### src/rtl/pp_dma_req_pkg.sv
package pp_dma_req_pkg;
  typedef struct packed {
    logic dma_en;
    logic svc;
  } ctl_t;

  localparam int STROBE_ACK = 0;
  localparam int STROBE_RD  = 1;
  localparam int NUM_STROBE = 2;
endpackage

### src/rtl/pp_dma_req_edge.sv
module pp_dma_req_edge #(
  parameter int NUM = 2
) (
  input  logic           clk,
  input  logic           rst,
  input  logic [NUM-1:0] strobe_n,
  output logic [NUM-1:0] fall
);
  logic [NUM-1:0] prev_q;

  generate
    for (genvar g = 0; g < NUM; g++) begin : g_lane
      always_ff @(posedge clk) begin
        if (rst) prev_q[g] <= 1'b1;
        else     prev_q[g] <= strobe_n[g];
      end
      assign fall[g] = prev_q[g] & ~strobe_n[g];
    end
  endgenerate

  AST_FALL_FROM_HIGH: assert property (@(posedge clk) disable iff (rst)
    fall[0] |-> $past(strobe_n[0]));
endmodule

### src/rtl/pp_dma_req_ctl.sv
module pp_dma_req_ctl
  import pp_dma_req_pkg::*;
(
  input  logic clk,
  input  logic rst,
  input  logic wr,
  input  logic wr_dma_en,
  input  logic wr_svc,
  input  logic term_cnt,
  input  logic ack_n,
  input  logic [NUM_STROBE-1:0] fall,
  output logic tc_hit,
  output ctl_t state_d,
  output ctl_t state_q
);
  // A terminal count counts only while the acknowledge is active, and only on
  // a fresh acknowledge edge or, failing that, a read strobe edge.
  assign tc_hit = term_cnt & ~ack_n & (fall[STROBE_ACK] | fall[STROBE_RD]);

  always_comb begin
    state_d = state_q;
    if (wr) begin
      state_d.dma_en = wr_dma_en;
      state_d.svc    = wr_svc;
    end
    if (tc_hit) state_d.svc = 1'b1;
  end

  always_ff @(posedge clk) begin
    if (rst) begin
      state_q.dma_en <= 1'b0;
      state_q.svc    <= 1'b1;
    end else begin
      state_q <= state_d;
    end
  end

  AST_TC_SETS_SVC: assert property (@(posedge clk) disable iff (rst)
    tc_hit |=> state_q.svc);
  AST_SVC_CLEAR_BY_SW: assert property (@(posedge clk) disable iff (rst)
    $fell(state_q.svc) |-> $past(wr));
  AST_EN_ONLY_SW: assert property (@(posedge clk) disable iff (rst)
    !$stable(state_q.dma_en) |-> $past(wr));
  AST_TC_NEEDS_ACK: assert property (@(posedge clk) disable iff (rst)
    tc_hit |-> !ack_n);
endmodule

### src/rtl/pp_dma_req_gen.sv
module pp_dma_req_gen
  import pp_dma_req_pkg::*;
#(
  parameter int CNT_W = 5
) (
  input  logic             clk,
  input  logic             rst,
  input  logic [CNT_W-1:0] fifo_count,
  input  ctl_t             state_d,
  input  logic             tc_hit,
  output logic             dma_req
);
  logic req_d;

  assign req_d = state_d.dma_en & ~state_d.svc & (fifo_count != '0);

  always_ff @(posedge clk) begin
    if (rst) dma_req <= 1'b0;
    else     dma_req <= req_d;
  end

  AST_EMPTY_DROP: assert property (@(posedge clk) disable iff (rst)
    (fifo_count == '0) |=> !dma_req);
  AST_TC_DROPS: assert property (@(posedge clk) disable iff (rst)
    tc_hit |=> !dma_req);
endmodule

### src/rtl/pp_dma_req.sv
module pp_dma_req
  import pp_dma_req_pkg::*;
#(
  parameter int FIFO_DEPTH = 16
) (
  input  logic                            clk,
  input  logic                            rst,
  input  logic [$clog2(FIFO_DEPTH+1)-1:0] fifo_count,
  input  logic                            dma_ack_n,
  input  logic                            io_rd_n,
  input  logic                            term_cnt,
  input  logic                            ctl_wr,
  input  logic                            ctl_dma_en,
  input  logic                            ctl_svc,
  output logic                            dma_req,
  output logic                            svc_flag
);
  localparam int CNT_W = $clog2(FIFO_DEPTH + 1);

  logic [NUM_STROBE-1:0] strobe_n;
  logic [NUM_STROBE-1:0] fall;
  logic                  tc_hit;
  ctl_t                  state_d;
  ctl_t                  state_q;

  assign strobe_n[STROBE_ACK] = dma_ack_n;
  assign strobe_n[STROBE_RD]  = io_rd_n;

  pp_dma_req_edge #(.NUM(NUM_STROBE)) u_edge (
    .clk      (clk),
    .rst      (rst),
    .strobe_n (strobe_n),
    .fall     (fall)
  );

  pp_dma_req_ctl u_ctl (
    .clk       (clk),
    .rst       (rst),
    .wr        (ctl_wr),
    .wr_dma_en (ctl_dma_en),
    .wr_svc    (ctl_svc),
    .term_cnt  (term_cnt),
    .ack_n     (dma_ack_n),
    .fall      (fall),
    .tc_hit    (tc_hit),
    .state_d   (state_d),
    .state_q   (state_q)
  );

  pp_dma_req_gen #(.CNT_W(CNT_W)) u_gen (
    .clk        (clk),
    .rst        (rst),
    .fifo_count (fifo_count),
    .state_d    (state_d),
    .tc_hit     (tc_hit),
    .dma_req    (dma_req)
  );

  assign svc_flag = state_q.svc;

  AST_REQ_BLOCKED_BY_SVC: assert property (@(posedge clk) disable iff (rst)
    dma_req |-> !svc_flag);
  AST_COUNT_IN_RANGE: assert property (@(posedge clk) disable iff (rst)
    fifo_count <= CNT_W'(FIFO_DEPTH));
endmodule

### config.mk
export PLATFORM = sky130hd
export DESIGN_NAME = pp_dma_req
export DESIGN_NICKNAME = d
export VERILOG_FILES = /design/src/rtl/pp_dma_req_pkg.sv /design/src/rtl/pp_dma_req_edge.sv /design/src/rtl/pp_dma_req_ctl.sv /design/src/rtl/pp_dma_req_gen.sv /design/src/rtl/pp_dma_req.sv
export SDC_FILE = /design/constraint.sdc
export NUM_CORES = 1
export LEC_CHECK = 0
export BUFFER_PORTS_ARGS = -buffer_cell sky130_fd_sc_hd__buf_2
export CORE_AREA = 2 2 39 41
export DETAILED_ROUTE_END_ITERATION = 6
export DIE_AREA = 0 0 41 43
export HOLD_SLACK_MARGIN = 0.15
export PLACE_DENSITY = 0.45
export SYNTH_ARGS = -nofsm -noshare
export SYNTH_HDL_FRONTEND = slang
export SYNTH_SLANG_ARGS = --single-unit
### constraint.sdc
create_clock -name clk -period 0.8 [get_ports clk]
set_clock_uncertainty 0.15 [all_clocks]
set_input_delay 0.08 -clock clk [delete_from_list [all_inputs] [get_ports clk]]
set_output_delay 0.08 -clock clk [all_outputs]
set_load 0.1 [all_outputs]
==> flow_summary.ini <==
[global_route]
grt_util_all_layers = 0.05433
grt_pass1_wl_um = 579
grt_max_degree = 5
gr-total-overflow = 0
antenna_found_initial = 0
grt_pass1_vias = 168

[yosys]
muxShareOfSynthArea = 0.1053
synth-simple-area-share = 0.1184
synthesis.area_um2 = 190.2
synth-seq-cells = 5
synthAdderAreaFrac = 0
synth.top_cell.area_share = 0.5263
synth_nets = 32
synth_xor_area_frac = 0
synth_cell_types = 11
syn_inst = 19
synth.area.top_cells = dfxtp_1, mux2i_1, a211oi_2
synth_compound_area_frac = 0.1908
post_synth.cell_area_avg_um2 = 10.01
ys_warn_count = 0
synth.yosys.seq_area_share = 0.5263
synth_top_family_by_area = compound AO/OA/AOI/OAI gates
yosysTopAreaCell = dfxtp_1

[clock_tree]
clk_path_buf_depth = 2
cts_buffers = 3
path_clk_slew_ns = 0.04
cts_tree = built
root_buffer = clkbuf_4
clkSinkCount = 5
cts.htree.levels = 1
clk_latency_ns = 0.24

[outcome]
violations = hold timing, setup timing
status = finished with violations

[place]
port_buffers = 14
post-place-ws_ns = -0.1335
place_hpwl_um = 380.6
place_area_um2 = 325.3
placed_cells = 50
routabilityCongestion = 0.6323

[timing]
worst_slew_pin_slew_ns = 0.2149
fmax_mhz = 939.2
fin_ws_ns = -0.2647
setup_viol_count_final = 4
fin_crit_sh = 1.331
rsz0062_at_grt = yes
maxSlewHeadroom = 0.8526
maxSlewViolCount = 0
hold_violations = 5
whs_ns = -0.1113
period_needed_ns = 1.065

[drt]
vias_per_cell = 3.709
drt_iter0_drc = 1
dr.pass1.iters = 4
finalWirelength_um = 448
vias = 204
drcViolationCount = 0
avgRoutedWirePerCell_um = 8.145
drt.antenna.violating_nets = 0

[die]
die_w_um = 41
core_area_um2 = 1384
start_util = 0.1374
die_h_um = 43
rows = 14
die_area_um2 = 1763
io_pins = 15

[finish]
instances_no_fill = 55
area.growth.synth_to_final_pct = 92.76
drive_gt1_frac = 0.6154
fin_area_um2 = 366.6
antenna-diode-count = 0
n_fill_cell = 152
nets = 53

[pwr]
total_power_mw = 0.6731
p_leak_nw = 0.1788
pwr_density_cell_nw_per_um2 = 1836
vdd_ir_drop_max_mv = 0.6402

[worst_setup_path]
startpoint_type = register
worst-path-max-fanout = 2
required_ns = 0.57
crit_type = register to output port
cp-end-kind = output port
critical_path_arrival_ns = 0.83

[run]
maxCapViolations = 0

[worst_hold_path]
worstHoldPathType = input port to register
-- cells by family (layout without fill, tap and decap cells) --
family / count (synthesis) / in the layout
flops: 5 / 5
buf+inv: 3 / 23
compound gates: 4 / 4
mux: 2 / 2
simple gates: 5 / 5
-- final timing paths --
kind | from | end | slack, ns | depth (start not counted)
max reg2reg | u_ctl.state_q[0]$_SDFF_PP1_ | u_gen.dma_req$_SDFF_PP0_ | -0.22 | 3
max | u_ctl.state_q[0]$_SDFF_PP1_ | svc_flag | -0.26 | 2
min | io_rd_n | u_edge.prev_q[1]$_SDFF_PP1_ | -0.11 | 3
min reg2reg | u_ctl.state_q[1]$_SDFF_PP0_ | u_ctl.state_q[1]$_SDFF_PP0_ | 0.35 | 2
-- per-layer routing --
| layer | global-route usage | share of wire |
|---|---|---|
| met5 | 0 | 0 |
| met4 | 0.06000 | 0 |
| met3 | 0.04188 | 0.20 |
| met2 | 0.06875 | 0.43 |
| met1 | 0.04854 | 0.37 |
-- where the power goes --
part           total, mW  internal (mW)  switching, mW
registers          0.263          0.259        0.00448
logic              0.124         0.0605         0.0636
clock network      0.286          0.188         0.0974
-- cell usage after synthesis (all sizes together) --
| master | instances |
|---|---|
| nor2 | 2 |
| nand2 | 1 |
| a21oi | 1 |
| dfxtp | 5 |
| or2 | 1 |
| o311ai | 1 |
| nor3 | 1 |
| o311a | 1 |
| a211oi | 1 |
| inv | 3 |
| mux2i | 2 |
-- critical path, cell delays in order (launching register included) --
cell	delay [ns]
dfxtp_4	0.33
buf_6	0.11
buf_12	0.15
-- cell type report --
cell class / count / area (µm²) / area share
timing repair buffer: 16 / 118.9 / 0.3242
inverter: 3 / 11.26 / 0.03072
tap: 16 / 20.02 / 0.05461
sequential: 5 / 107.6 / 0.2935
multi-input combinational: 11 / 82.58 / 0.2253
clock buffer: 4 / 26.28 / 0.07167
-- timing repair --
action,in CTS,in global routing
buffers inserted,1,0
setup endpoints to repair,5,5
endpoints found under the hold margin,5,5
gates resized for setup,3,0
pin swaps,1,0
-- layout by cell type, fill, tap and decap left out, drive strengths merged --
| cell | instances |
|---|---|
| mux2i | 2 |
| inv | 3 |
| dfxtp | 5 |
| a211oi | 1 |
| or2 | 1 |
| nor3 | 1 |
| o311a | 1 |
| a21oi | 1 |
| nand2 | 1 |
| nor2 | 2 |
| clkbuf | 4 |
| buf | 16 |
| o311ai | 1 |
-- registers in the layout, summed over array words and instances, names as in the netlist --
name	flops
u_ctl.state_q	2
u_edge.prev_q	2
u_gen.dma_req	1
-- metrics by stage --
stage | util | TNS (ns)
floorplan | - | -0.4417
global placement | 0.2351 | -0.2729
detailed placement | 0.2351 | -0.2867
CTS | 0.2649 | -0.9109
global route | 0.2649 | -1.018
finish | 0.2649 | -0.8738
No activity file was read; power rests on OpenSTA's default activity.
